File: src/rtl/fpm_mon_pkg.sv
package fpm_mon_pkg;

    typedef enum logic [2:0] {
        CYC_IDLE     = 3'd0,
        CYC_READ     = 3'd1,
        CYC_WR_EARLY = 3'd2,
        CYC_WR_LATE  = 3'd3,
        CYC_RMW      = 3'd4,
        CYC_CBR      = 3'd5,
        CYC_HIDDEN   = 3'd6
    } cyc_kind_e;

    localparam int NUM_STROBES = 4;
    localparam int IX_RAS = 0;
    localparam int IX_CAS = 1;
    localparam int IX_WE  = 2;
    localparam int IX_OE  = 3;

endpackage

File: src/rtl/strobe_sync.sv
module strobe_sync #(
    parameter int WIDTH = 4
) (
    input  logic             clk,
    input  logic             rst_n,
    input  logic [WIDTH-1:0] raw_i,
    output logic [WIDTH-1:0] sync_o
);
    typedef struct packed {
        logic [WIDTH-1:0] s1;
        logic [WIDTH-1:0] s2;
    } sync_t;

    sync_t d, q;

    always_comb begin
        d.s1 = raw_i;
        d.s2 = q.s1;
    end

    // strobes are active low: idle value is all ones
    always_ff @(posedge clk or negedge rst_n) begin
        if (!rst_n) begin
            q.s1 <= '1;
            q.s2 <= '1;
        end else begin
            q <= d;
        end
    end

    assign sync_o = q.s2;
endmodule

File: src/rtl/cycle_classifier.sv
module cycle_classifier
    import fpm_mon_pkg::*;
#(
    parameter int PW = 4
) (
    input  logic          clk,
    input  logic          rst_n,
    input  logic          ras_i,
    input  logic          cas_i,
    input  logic          we_i,
    input  logic          oe_i,
    output logic          done_o,
    output cyc_kind_e     kind_o,
    output logic [PW-1:0] count_o
);
    localparam int NW = PW + 1;
    localparam logic [NW-1:0] N_MAX = NW'(2 ** PW);

    typedef struct packed {
        logic          ras_p;
        logic          cas_p;
        logic          we_p;
        cyc_kind_e     kind;
        logic          locked;
        logic          oe_seen;
        logic [NW-1:0] n;
        logic          hid;
        logic          done;
        cyc_kind_e     rep_kind;
        logic [PW-1:0] rep_cnt;
    } cls_t;

    cls_t d, q;
    logic ras_fall, ras_rise, cas_fall, cas_rise, we_fall, is_refresh;

    always_comb begin
        ras_fall   = q.ras_p & ~ras_i;
        ras_rise   = ~q.ras_p & ras_i;
        cas_fall   = q.cas_p & ~cas_i;
        cas_rise   = ~q.cas_p & cas_i;
        we_fall    = q.we_p & ~we_i;
        is_refresh = (q.kind == CYC_CBR) || (q.kind == CYC_HIDDEN);

        d       = q;
        d.done  = 1'b0;
        d.ras_p = ras_i;
        d.cas_p = cas_i;
        d.we_p  = we_i;

        if (cas_rise) d.hid = 1'b0;

        if (ras_fall) begin
            d.n       = '0;
            d.oe_seen = 1'b0;
            if (!cas_i) begin
                d.kind   = q.hid ? CYC_HIDDEN : CYC_CBR;
                d.locked = 1'b1;
            end else begin
                d.kind   = CYC_IDLE;
                d.locked = 1'b0;
            end
        end else if (!ras_i) begin
            if (cas_fall && !is_refresh) begin
                if (q.n != N_MAX) d.n = q.n + 1'b1;
                if (q.n == '0) begin
                    if (!we_i) begin
                        d.kind   = CYC_WR_EARLY;
                        d.locked = 1'b1;
                    end else begin
                        d.kind = CYC_READ;
                    end
                    if (!oe_i) d.oe_seen = 1'b1;
                end
            end else if ((q.n == NW'(1)) && !cas_i && !q.locked) begin
                if (!oe_i) d.oe_seen = 1'b1;
                if (we_fall) begin
                    d.kind   = (q.oe_seen || !oe_i) ? CYC_RMW : CYC_WR_LATE;
                    d.locked = 1'b1;
                end
            end
        end

        if (ras_rise) begin
            d.done     = 1'b1;
            d.rep_kind = q.kind;
            d.rep_cnt  = (q.n == '0) ? '0 : PW'(q.n - 1'b1);
            if (!cas_i && ((q.kind == CYC_READ) || (q.kind == CYC_HIDDEN)))
                d.hid = 1'b1;
        end
    end

    always_ff @(posedge clk or negedge rst_n) begin
        if (!rst_n) begin
            q.ras_p    <= 1'b1;
            q.cas_p    <= 1'b1;
            q.we_p     <= 1'b1;
            q.kind     <= CYC_IDLE;
            q.locked   <= 1'b0;
            q.oe_seen  <= 1'b0;
            q.n        <= '0;
            q.hid      <= 1'b0;
            q.done     <= 1'b0;
            q.rep_kind <= CYC_IDLE;
            q.rep_cnt  <= '0;
        end else begin
            q <= d;
        end
    end

    assign done_o  = q.done;
    assign kind_o  = q.rep_kind;
    assign count_o = q.rep_cnt;

    // a report lasts one clock
    p_done_pulse_r2: assert property (@(posedge clk) disable iff (!rst_n)
        q.done |=> !q.done);

    // refresh reports never carry page accesses
    p_refresh_no_pages_r7: assert property (@(posedge clk) disable iff (!rst_n)
        (q.done && ((q.rep_kind == CYC_CBR) || (q.rep_kind == CYC_HIDDEN)))
        |-> (q.rep_cnt == '0));

    // input rule, write enable high when a refresh is entered
    p_cbr_we_high_r7: assert property (@(posedge clk) disable iff (!rst_n)
        (q.ras_p && !ras_i && !cas_i) |-> we_i);

    // a hidden refresh is only entered while the column strobe is low
    p_hidden_cas_low_r8: assert property (@(posedge clk) disable iff (!rst_n)
        ($changed(q.kind) && (q.kind == CYC_HIDDEN)) |-> $past(!cas_i));
endmodule

File: src/rtl/wake_tracker.sv
module wake_tracker #(
    parameter int IDLE_CYCLES = 6400000,
    parameter int WAKE_CYCLES = 8
) (
    input  logic clk,
    input  logic rst_n,
    input  logic ras_low_i,
    input  logic done_i,
    output logic wake_o
);
    localparam int IW = $clog2(IDLE_CYCLES + 1);
    localparam int QW = $clog2(WAKE_CYCLES + 1);
    localparam logic [IW-1:0] IDLE_LIM = IW'(IDLE_CYCLES);
    localparam logic [QW-1:0] Q_LAST   = QW'(WAKE_CYCLES - 1);

    typedef struct packed {
        logic [IW-1:0] idle;
        logic [QW-1:0] qual;
        logic          wake;
    } wk_t;

    wk_t d, q;

    always_comb begin
        d = q;
        if (q.wake && done_i) begin
            if (q.qual == Q_LAST) begin
                d.wake = 1'b0;
                d.qual = '0;
            end else begin
                d.qual = q.qual + 1'b1;
            end
        end
        if (ras_low_i) begin
            d.idle = '0;
        end else if (q.idle != IDLE_LIM) begin
            d.idle = q.idle + 1'b1;
            if (d.idle == IDLE_LIM) begin
                d.wake = 1'b1;
                d.qual = '0;
            end
        end
    end

    always_ff @(posedge clk or negedge rst_n) begin
        if (!rst_n) begin
            q.idle <= '0;
            q.qual <= '0;
            q.wake <= 1'b1;
        end else begin
            q <= d;
        end
    end

    assign wake_o = q.wake;

    // the flag rises only after a clock with the row strobe idle
    p_wake_set_idle_r12: assert property (@(posedge clk) disable iff (!rst_n)
        $rose(q.wake) |-> $past(!ras_low_i));

    // the flag falls only on a report
    p_wake_clear_done_r13: assert property (@(posedge clk) disable iff (!rst_n)
        $fell(q.wake) |-> $past(done_i));
endmodule

File: src/rtl/fpm_cycle_monitor.sv
module fpm_cycle_monitor
    import fpm_mon_pkg::*;
#(
    parameter int PAGE_CNT_W  = 4,
    parameter int IDLE_CYCLES = 6400000,
    parameter int WAKE_CYCLES = 8
) (
    input  logic                  clk,
    input  logic                  rst_n,
    input  logic                  ras_n_i,
    input  logic                  cas_n_i,
    input  logic                  we_n_i,
    input  logic                  oe_n_i,
    output logic                  cyc_done_o,
    output logic [2:0]            cyc_type_o,
    output logic [PAGE_CNT_W-1:0] page_count_o,
    output logic                  wake_req_o
);
    logic [NUM_STROBES-1:0] raw, syn;
    cyc_kind_e kind;
    logic done;

    always_comb begin
        raw         = '1;
        raw[IX_RAS] = ras_n_i;
        raw[IX_CAS] = cas_n_i;
        raw[IX_WE]  = we_n_i;
        raw[IX_OE]  = oe_n_i;
    end

    strobe_sync #(.WIDTH(NUM_STROBES)) sync_i (
        .clk    (clk),
        .rst_n  (rst_n),
        .raw_i  (raw),
        .sync_o (syn)
    );

    cycle_classifier #(.PW(PAGE_CNT_W)) cls_i (
        .clk     (clk),
        .rst_n   (rst_n),
        .ras_i   (syn[IX_RAS]),
        .cas_i   (syn[IX_CAS]),
        .we_i    (syn[IX_WE]),
        .oe_i    (syn[IX_OE]),
        .done_o  (done),
        .kind_o  (kind),
        .count_o (page_count_o)
    );

    wake_tracker #(.IDLE_CYCLES(IDLE_CYCLES), .WAKE_CYCLES(WAKE_CYCLES)) wake_i (
        .clk       (clk),
        .rst_n     (rst_n),
        .ras_low_i (~syn[IX_RAS]),
        .done_i    (done),
        .wake_o    (wake_req_o)
    );

    assign cyc_done_o = done;
    assign cyc_type_o = kind;
endmodule

File: config.mk
export PLATFORM = sky130hd
export DESIGN_NAME = fpm_cycle_monitor
export DESIGN_NICKNAME = d
export VERILOG_FILES = /design/src/rtl/fpm_mon_pkg.sv /design/src/rtl/strobe_sync.sv /design/src/rtl/cycle_classifier.sv /design/src/rtl/wake_tracker.sv /design/src/rtl/fpm_cycle_monitor.sv
export SDC_FILE = /design/constraint.sdc
export NUM_CORES = 1
export LEC_CHECK = 0
export ABC_CLOCK_PERIOD_IN_PS = 2000
export BUFFER_PORTS_ARGS = -buffer_cell sky130_fd_sc_hd__buf_2
export CORE_MARGIN = 2
export CORE_UTILIZATION = 50
export CTS_BUF_LIST = sky130_fd_sc_hd__clkbuf_8
export CTS_CLUSTER_DIAMETER = 150
export DETAILED_ROUTE_END_ITERATION = 8
export PLACE_DENSITY = 0.75
export SLEW_MARGIN = 20
export SYNTH_ARGS = -nofsm -noshare
export SYNTH_HDL_FRONTEND = slang
export SYNTH_SLANG_ARGS = --single-unit
File: constraint.sdc
create_clock -name clk -period 2 [get_ports clk]
set_input_delay 0 -clock clk [delete_from_list [all_inputs] [get_ports clk]]
set_output_delay 0 -clock clk [all_outputs]
set_load 0.01 [all_outputs]
==> results of run 1 <==
==> cell usage in the layout, fill, tap and decap left out, types with 3 or more instances in the layout <==
cell type / instances
mux2_2: 3
mux2i_1: 5
nand4_1: 10
or3_1: 4
nor4_1: 3
and4_1: 4
nand3_1: 13
o21a_1: 4
and3_1: 3
inv_1: 7
nor3_1: 10
nor2b_1: 6
dfstp_2: 12
xor2_1: 15
o21ai_0: 17
dfrtp_1: 45
clkbuf_8: 12
nand3b_1: 3
a21oi_1: 14
buf_2: 14
xnor2_1: 14
nand2b_1: 6
buf_4: 37
and2_1: 5
nand2_1: 37
ha_1: 7
nor2_1: 28
dlygate4sd3_1: 5
==> stage by stage <==
stage | cells | area (µm²) | utilization [%]
2_1_floorplan | 321 | 3100 | -
3_3_place_gp | 428 | 3450 | 57.9
3_5_place_dp | 428 | 3450 | 57.9
4_1_cts | 449 | 3700 | 62.1
5_1_grt | 450 | 3710 | 62.4
6_report | 450 | 3710 | 62.4
==> worst max path at each step <==
stage / endpoint / slack, ns / cells past startpoint
after detailed placement: wake_i.wake_o$_DFF_PN1_ / -0.07 / 9
after global routing: wake_i.q[4]$_DFF_PN0_ / -0.16 / 7
after floorplan: wake_i.q[1]$_DFF_PN0_ / -0.008 / 7
after CTS: wake_i.wake_o$_DFF_PN1_ / -0.03 / 7
after global placement: wake_i.q[4]$_DFF_PN0_ / 0.04 / 7
final: wake_i.q[1]$_DFF_PN0_ / -0.03 / 7
==> area by class of cell <==
| type | instances | area (µm²) |
|---|---|---|
| multi-input combinational | 236 | 1510 |
| inverter | 8 | 30.0 |
| clock inverter | 4 | 25.0 |
| fill | 495 | 2240 |
| tap | 75 | 93.8 |
| timing repair buffer | 57 | 418 |
| sequential | 58 | 1470 |
| clock buffer | 12 | 165 |
==> state kept, by name, indices dropped and copies added (netlist names) <==
| name | count |
|---|---|
| cls_i.q | 14 |
| cls_i.count_o | 4 |
| cls_i.done_o | 1 |
| sync_i.sync_o | 4 |
| sync_i.d | 4 |
| cls_i.kind_o | 3 |
| wake_i.q | 27 |
| wake_i.wake_o | 1 |
==> cell usage after synthesis, types with 2 or more instances <==
cell type	n	area share, %
nor3b_1	2	0.49
nor4_1	3	0.61
nand2b_1	6	1.2
a21oi_1	15	2.4
mux2i_1	5	1.6
mux2_2	3	1.1
dfstp_2	12	10
nor2b_1	6	1.2
nand3b_1	3	0.73
and2_1	5	1.0
xnor2_1	14	4.0
o21a_1	4	0.97
nand2_1	37	4.5
xor2_1	15	4.2
nor3_1	12	1.9
nand3_1	13	2.1
dfrtp_1	46	37
nor2_1	28	3.4
or3_1	4	0.81
inv_1	8	0.97
clkbuf_1	6	0.73
ha_1	8	3.2
o21ai_0	17	2.8
a211oi_1	2	0.49
buf_2	3	0.49
nand4_1	10	2.0
and4_1	4	1.1
and3_1	3	0.61
buf_4	10	2.4
==> kinds of logic (layout without fill, tap and decap cells) <==
logic type,count (synthesis),after routing,share of synthesized area [%]
AO/OA/AOI/OAI,49,49,9.87
XOR/XNOR,29,29,8.22
adder cells (fa/ha/maj),8,8,3.24
buffers and inverters,27,81,4.61
flip-flops,58,58,47.4
multiplexers,8,8,2.71
AND/OR/NAND/NOR,142,142,23.9
==> layer usage <==
metal	up-vias	share of wire, %	GRT usage (%)
met4	0	2.5	10.8
li1	1209	-	-
met2	45	48	34.0
met5	-	0	0
met1	1186	46	26.8
met3	14	3.5	4.24
==> power by group <==
group	internal (W)	switching (W)	total, W
Combinational	0.000284	0.000306	0.000590
Sequential	0.00132	0.000114	0.00144
Clock	0.000546	0.000466	0.00101
==> worst reg2reg max path: cells and delay by family, from the launching register on <==
family / cells / cell delay [ns]
AO/OA/AOI/OAI: 1 / 0.07
adder cells (fa/ha/maj): 1 / 0.16
flip-flops: 1 / 0.40
multiplexers: 1 / 0.17
AND/OR/NAND/NOR: 4 / 1.11
==> repair_timing <==
| item | 4_1_cts | 5_1_grt |
|---|---|---|
| gates resized for setup | 2 | 4 |
| hold buffers | 5 | 0 |
| pin swaps | 0 | 1 |
| setup buffers | 0 | 1 |
| endpoints found under the setup margin | 7 | 10 |
| hold endpoints to repair | 27 | 0 |
==> out/summary.txt, run 1 <==
status: complete, but fails checks
failing checks: negative setup slack
synth unique cells: 46
PortBufs: 14
drt first pass iters: 4
htree depth: 3
DR iter-0 viols: 145
Die Span X: 82.6 µm
via count: 2454
max incr delay on CP: 0.51 ns
Top delay family on crit path: simple AND/OR/NAND/NOR gates
Peak Freq: 492 MHz
Final Cycle Share: 102%
Final HPWL DP: 4.56 mm
largest fanout on the critical path: 5
Avg WL per Cell: 14.0 µm
I/O pins: 15
CTS Sinks: 58
number of synthesized flops with an enable pin: 0
Reg clk slew, reported paths: 0.07 ns
asr flop ratio synth: 100%
CP bufs+invs: 0
first-pass GRT wire length: 10.6 mm
most used cell, CP: nand4_1
WS Path Type: register to register
Pwr Total: 0.00304 W
dominant synthesized flop cell: dfrtp_1
pin count of the biggest net entering global routing: 35
Setup WS post-layout: -0.0338 ns
P per Cell Area: 818 nW/µm²
Post-Place Worst Slack: -0.0747 ns
Final Net Count: 384
synthesized area per cell: 9.63 µm²
share of cells above drive strength 1: 25.1%
yosys warns: 0
antenna-violating nets left: 0
GRT overflow: 0
later-pin clock latency in the skew report: 0.34 ns
vias per std cell: 5.45
reg2reg end: wake_i.q[1]$_DFF_PN0_
Yosys reg bits: 58
Peak supply drop: 0.000508 V
CP max-delay cell: or4b_4
Synthesized Nets: 335
vias in the first global route: 2324
Die H: 82.6 µm
reg2reg start: wake_i.q[6]$_DFFE_PN0P_
Cells after Synth: 321
R2R cell count: 7
max-cap violations: 0
final slew viol count: 0
critical path launch point: wake_i.q[6]$_DFFE_PN0P_
Hold/Removal Path Class: input port to async pin
Seq/Total Area, Yosys: 47.4%
Finish-stage setup viols: 5
gpl congestion: 0.868
Crit path required time: 2.22 ns
Slew @ Worst Pin: 0.574 ns
P_leak: 1.65 nW
Worst slew margin: 61.8%
Startpoint Class: register
synthesized cell area: 3090 µm²
Clock Tree Root: clkbuf_8
initial antenna violation count: 0
Routed Wire Length: 6.28 mm
total global-route track usage: 21.0%
RSZ-0062 raised after global routing: true
core area: 5960 µm²
antenna cells: 0
die area: 6830 µm²
clk_skew: 0.00904 ns
hold_ws: 0.187 ns
clock tree buffer depth: 2
CTS Buf Count: 9
Setup crit end kind: register
Arrival @ worst endpoint: 2.25 ns
Setup TNS Final: -0.156 ns
R2R setup slack: -0.03 ns
starting density of the core: 51.9%
CP cell instances: ha_4 > nand4_1 > or4b_4 > mux2i_1 > nand4_1 > and4bb_4 > a21oi_1
Hold Vio Cnt, Final: 0
Period minus WS final: 2.03 ns
# rows: 28
drt drc: 0
clock tree from TritonCTS: built
Synth-to-Final Area Change: 20.1%
No activity file was read; power rests on OpenSTA's default activity.
==> run 2, diff against run 1 <==
--- a/config.mk
+++ b/config.mk
@@ -5,6 +5,7 @@
 export SDC_FILE = /design/constraint.sdc
 export NUM_CORES = 1
 export LEC_CHECK = 0
+export ABC_AREA = 1
 export ABC_CLOCK_PERIOD_IN_PS = 2000
 export BUFFER_PORTS_ARGS = -buffer_cell sky130_fd_sc_hd__buf_2
 export CORE_MARGIN = 2
@@ -12,6 +13,7 @@
 export CTS_BUF_LIST = sky130_fd_sc_hd__clkbuf_8
 export CTS_CLUSTER_DIAMETER = 150
 export DETAILED_ROUTE_END_ITERATION = 8
+export HOLD_SLACK_MARGIN = 0.02
 export PLACE_DENSITY = 0.75
 export SLEW_MARGIN = 20
 export SYNTH_ARGS = -nofsm -noshare
==> run 2 against run 1 <==
The flow now finishes without violations. Non-clock buffer count is 29 lower. Sequential power is 6% lower. Cell count is 18% higher. Combinational power is 42% lower. Largest cell class unchanged.
==> out/summary.txt, run 2 <==
status: completed
clock tree from TritonCTS: built
CP max-delay cell: dfrtp_2
synth cell count leaders: nand2_1 (110), nor2_1 (67), inv_1 (50)
max incr delay on CP: 0.43 ns
synthesized cell area: 3190 µm²
Synth-to-Final Area Change: 15.5%
Slew @ Worst Pin: 0.356 ns
Clock Tree Root: clkbuf_8
synthesized area per cell: 7.55 µm²
later-pin clock latency in the skew report: 0.34 ns
Synth area leaders: dfrtp_1 (36%), nand2_1 (13%), dfstp_2 (9.9%), nor2_1 (7.9%), inv_1 (5.9%)
vias per std cell: 5.29
htree depth: 3
share of cells above drive strength 1: 16.9%
Comb pwr share: 11.8%
Layout Utilization: 58.7%
largest fanout on the critical path: 5
Period minus WS final: 1.93 ns
Final HPWL DP: 4.95 mm
DR iter-0 viols: 217
Biggest register: wake_i.q
initial antenna violation count: 0
starting density of the core: 50.8%
Pwr Total: 0.00287 W
number of flip-flops in the largest register: 27
Sw Share: 25.3%
Hold/Removal Path Class: input port to async pin
Avg WL per Cell: 13.0 µm
Setup WS post-layout: 0.0691 ns
P per Cell Area: 778 nW/µm²
Final Cycle Share: 96.5%
R2R cell count: 13
clock tree buffer depth: 2
Net Sw Power: 0.000725 W
Internal: 0.00214 W
total global-route track usage: 21.0%
commonest non-fill, non-tap cells in the layout: nand2_1 (110), nor2_1 (61), inv_1 (51)
most numerous cell in the Yosys netlist: nand2_1
sequential power share: 47.1%
drt drc: 0
Die Span X: 83.9 µm
CTS Sinks: 58
WS Path Type: register to register
most used cell, CP: nand2_1
final slew viol count: 0
max-cap violations: 0
Yosys reg bits: 58
antenna-violating nets left: 0
asr flop ratio synth: 100%
Finish-stage setup viols: 0
Final Net Count: 465
synth unique cells: 29
Worst slew margin: 76.0%
pin count of the biggest net entering global routing: 59
commonest non-fill, non-tap cell in the layout: nand2_1
Top Registers: wake_i.q: 27 flops, cls_i.q: 14 flops
drt first pass iters: 5
hold_ws: 0.183 ns
dominant synthesized flop cell: dfrtp_1
CTS Buf Count: 9
clk_skew: 0.00583 ns
Crit path required time: 2.22 ns
Cells after Synth: 423
PortBufs: 14
Seq/Total Area, Yosys: 45.9%
CP cell instances: buf_4 > inv_1 > nor2_4 > nand2_1 > nand2_1 > nand2_1 > nand2_1 > nor2_1 > nand2_1 > nor2_1 > nand2_2 > nor2_4 > nor2_1
core area: 6280 µm²
top cell type by total area after synthesis: dfrtp_1
number of synthesized flops with an enable pin: 0
Peak supply drop: 0.000566 V
I/O pins: 15
Arrival @ worst endpoint: 2.15 ns
Reg clk slew, reported paths: 0.06 ns
gpl congestion: 0.951
Die H: 83.9 µm
P_leak: 1.69 nW
FILL cells: 551
Post-Place Worst Slack: 0.0795 ns
# rows: 29
die area: 7040 µm²
Synthesized Nets: 437
Setup TNS Final: 0 ns
vias in the first global route: 2590
Hold Vio Cnt, Final: 0
antenna cells: 0
first-pass GRT wire length: 11.7 mm
Startpoint Class: register
GRT overflow: 0
Routed Wire Length: 6.95 mm
Setup crit end kind: register
area of the multi-input gates: 1510 µm²
Peak Freq: 518 MHz
via count: 2819
Sequential Area: 1470 µm²
clock power share: 41.1%
share of the synthesized area in the top cell type: 36.1%
yosys warns: 0
## run 2: cell types whose count changed after synthesis, moves of 9 or more
| cell | previous run | this run |
|---|---|---|
| nand2_1 | 37 | 110 |
| inv_1 | 8 | 50 |
| nor2_1 | 28 | 67 |
| nand3_1 | 13 | 35 |
| xor2_1 | 15 | 2 |
| xnor2_1 | 14 | 4 |
| a21oi_1 | 15 | 6 |
## run 2: per-stage QoR
step | cell area (µm²) | cells
2_1_floorplan | 3190 | 423
3_3_place_gp | 3340 | 508
3_5_place_dp | 3340 | 508
4_1_cts | 3610 | 529
5_1_grt | 3690 | 533
6_report | 3690 | 533
## run 2: layout make-up
cell class | count | area share (%)
clock inverter | 6 | 2.21
tap | 77 | 2.61
inverter | 51 | 5.19
clock buffer | 10 | 3.73
multi-input combinational | 303 | 41.0
sequential | 58 | 39.8
timing repair buffer | 28 | 5.43
## run 2: what timing repair did
item | in CTS | in global routing
hold endpoints to repair | 62 | 0
setup endpoints to repair | 0 | 5
hold buffers | 5 | 0
buffers inserted | 0 | 4
resized for setup | 0 | 13
## run 2: worst paths after layout
check / from / endpoint / slack (ns)
max in group asynchronous: rst_n / wake_i.wake_o$_DFF_PN1_ / 1.50
max: wake_i.q[5]$_DFFE_PN0P_ / wake_i.q[2]$_DFF_PN0_ / 0.07
min: rst_n / wake_i.q[16]$_DFFE_PN0P_ / 0.18
min reg2reg: sync_i.d[2]$_DFF_PN1_ / sync_i.sync_o[2]$_DFF_PN1_ / 0.35
min in group clk: cas_n_i / sync_i.d[1]$_DFF_PN1_ / 0.29
max reg2reg: wake_i.q[5]$_DFFE_PN0P_ / wake_i.q[2]$_DFF_PN0_ / 0.07
## run 2: cell families (layout without fill, tap and decap cells)
group	Yosys count	in the layout	synth area share [%]
buf+inv	62	95	8.15
compound gates	40	40	6.70
xor+xnor	6	6	1.65
simple gates	248	248	34.1
mux	1	1	0.314
fa+ha+maj	8	8	3.14
flops	58	58	45.9
## run 2: metal layers
layer / GRT usage (%) / wire, µm
met2: 31.1 / 3060
met1: 29.4 / 3210
met3: 4.15 / 468
met5: 0 / 0
met4: 10.6 / 206
## run 2: worst max-delay path, delay by kind of cell (launching register included)
family	cells	cell delay, ns
DFF	1	0.43
and+or+nand+nor	11	1.11
buffers and inverters	2	0.27
## run 2: power groups by stage
stage	clock, W	sequential [W]	combinational, W
after global placement	0	0.00136	0.000325
after CTS	0.00121	0.00135	0.000339
after floorplan	0	0.00135	0.000268
final	0.00118	0.00135	0.000340
after detailed placement	0	0.00137	0.000330
after global routing	0.00127	0.00136	0.000386
==> run 3, diff against run 2 <==
--- a/config.mk
+++ b/config.mk
@@ -9,12 +9,12 @@
 export ABC_CLOCK_PERIOD_IN_PS = 2000
 export BUFFER_PORTS_ARGS = -buffer_cell sky130_fd_sc_hd__buf_2
 export CORE_MARGIN = 2
-export CORE_UTILIZATION = 50
+export CORE_UTILIZATION = 57
 export CTS_BUF_LIST = sky130_fd_sc_hd__clkbuf_8
 export CTS_CLUSTER_DIAMETER = 150
 export DETAILED_ROUTE_END_ITERATION = 8
 export HOLD_SLACK_MARGIN = 0.02
-export PLACE_DENSITY = 0.75
+export PLACE_DENSITY = 0.83
 export SLEW_MARGIN = 20
 export SYNTH_ARGS = -nofsm -noshare
 export SYNTH_HDL_FRONTEND = slang
==> run 3 against run 2 <==
Wire length up 2.3%. Total power up 0.69%. Final area down 0.58%. Critical path depth down 1. First-iteration DRC count up 39%. Count of clock-buffer cells in the layout unchanged. Global-route usage up 3.4 points. Cell count down 1.3%. Non-clock buffer count down 2. Highest routed layer unchanged. Sequential power about the same. Largest cell class unchanged.
==> out/summary.txt, run 3 (synthesis gave the netlist of run 2 again) <==
status: completed
max-cap violations: 0
commonest non-fill, non-tap cells in the layout: nand2_1 (110), nor2_1 (60), inv_1 (52)
area of placed instances: 3330 µm²
die area: 6210 µm²
antenna cells: 0
CTS Sinks: 58
number of flip-flops in the largest register: 27
htree depth: 3
Synth-to-Final Area Change: 14.9%
Period minus WS final: 1.92 ns
clock tree buffer depth: 2
clock tree from TritonCTS: built
Arrival @ worst endpoint: 2.13 ns
# rows: 27
P_leak: 1.68 nW
Final Cycle Share: 96.1%
Finished Cell Area: 3670 µm²
I/O pins: 15
share of cells above drive strength 1: 16.7%
WS Path Type: register to register
Biggest register: wake_i.q
drt first pass iters: 5
drt drc: 0
core area: 5470 µm²
Crit path required time: 2.21 ns
Avg WL per Cell: 13.5 µm
CTS Buf Count: 9
Peak supply drop: 0.000626 V
Worst slew margin: 56.5%
Setup WS post-layout: 0.0786 ns
Top Registers: wake_i.q: 27 flops, cls_i.q: 14 flops
Non-Filler Instances: 526
Startpoint Class: register
pin count of the biggest net entering global routing: 31
Post-Place Cells: 503
first-pass GRT wire length: 11.6 mm
final slew viol count: 0
Setup crit end kind: register
Final HPWL DP: 5.16 mm
Routed Wire Length: 7.11 mm
PortBufs: 14
Clock Tree Root: clkbuf_8
initial antenna violation count: 0
antenna-violating nets left: 0
Die Span X: 78.8 µm
Slew @ Worst Pin: 0.653 ns
gpl congestion: 0.940
GRT overflow: 0
Post-Place Worst Slack: 0.0504 ns
Finish-stage setup viols: 0
via count: 2821
Hold/Removal Path Class: input port to async pin
DR iter-0 viols: 302
commonest non-fill, non-tap cell in the layout: nand2_1
starting density of the core: 58.3%
Hold Vio Cnt, Final: 0
total global-route track usage: 24.5%
Pwr Total: 0.00289 W
clk_skew: 0.00776 ns
Reg clk slew, reported paths: 0.06 ns
vias in the first global route: 2503
Die H: 78.8 µm
largest fanout on the critical path: 6
later-pin clock latency in the skew report: 0.34 ns
vias per std cell: 5.36
Final Net Count: 463
P per Cell Area: 788 nW/µm²
Peak Freq: 520 MHz
FILL cells: 471
## run 3: repair_timing
| item | CTS | global route |
|---|---|---|
| endpoints found under the setup margin | 0 | 6 |
| hold buffers | 5 | 0 |
| gates resized for setup | 0 | 14 |
| hold endpoints to repair | 23 | 0 |
| setup buffers | 0 | 2 |
## run 3: power by group
part	total, W	internal [W]	leakage, nW	switching (W)
sequential	0.00135	0.00128	0.748	0.0000713
combinational	0.000347	0.000134	0.818	0.000213
clock	0.00119	0.000726	0.111	0.000462
total	0.00289	0.00214	1.68	0.000746
## run 3: layout make-up
cell class	instances	area [µm²]	area share, %
multi-input combinational	303	1510	41.2
sequential	58	1470	40.1
inverter	51	191	5.22
timing repair buffer	26	185	5.05
clock buffer	10	138	3.75
tap	72	90.1	2.46
clock inverter	6	82.6	2.25
## run 3: worst max-delay path: stages, from the launching register on
cell and delay (ns):
dfrtp_2 0.42, ha_4 0.16, nand2_2 0.07, nor2_4 0.22, nand2_4 0.09, nor2_1 0.12
nor2_1 0.06, nor2_2 0.17, nand2_1 0.07, nor2_1 0.11, nand2_2 0.09, nor2_4 0.15
nor2_1 0.06
## run 3: final timing paths
check	from	to	slack, ns	cells past startpoint
setup / recovery	wake_i.q[5]$_DFFE_PN0P_	wake_i.q[1]$_DFF_PN0_	0.08	12
hold / removal	rst_n	wake_i.q[12]$_DFFE_PN0P_	0.24	2
setup reg to reg	wake_i.q[5]$_DFFE_PN0P_	wake_i.q[1]$_DFF_PN0_	0.08	12
hold reg to reg	sync_i.d[1]$_DFF_PN1_	sync_i.sync_o[1]$_DFF_PN1_	0.36	0
max in group asynchronous	rst_n	wake_i.wake_o$_DFF_PN1_	1.11	3
min in group clk	we_n_i	sync_i.d[2]$_DFF_PN1_	0.31	2
## run 3: through the flow
step	hold WS (ns)	util [%]	TNS [ns]
3_3_place_gp	0.0541	60.9	0
6_report	0.238	67.0	0
2_1_floorplan	-0.296	-	0
5_1_grt	0.285	67.0	-0.0313
3_5_place_dp	0.0577	60.9	0
4_1_cts	0.233	65.8	0
## run 3: layer usage
metal,GRT usage (%),vias up,part of all wire (%)
li1,-,1405,-
met1,34.6,1301,46
met2,36.8,101,46
met3,5.68,14,5.6
met4,9.66,0,1.9
met5,0,-,0
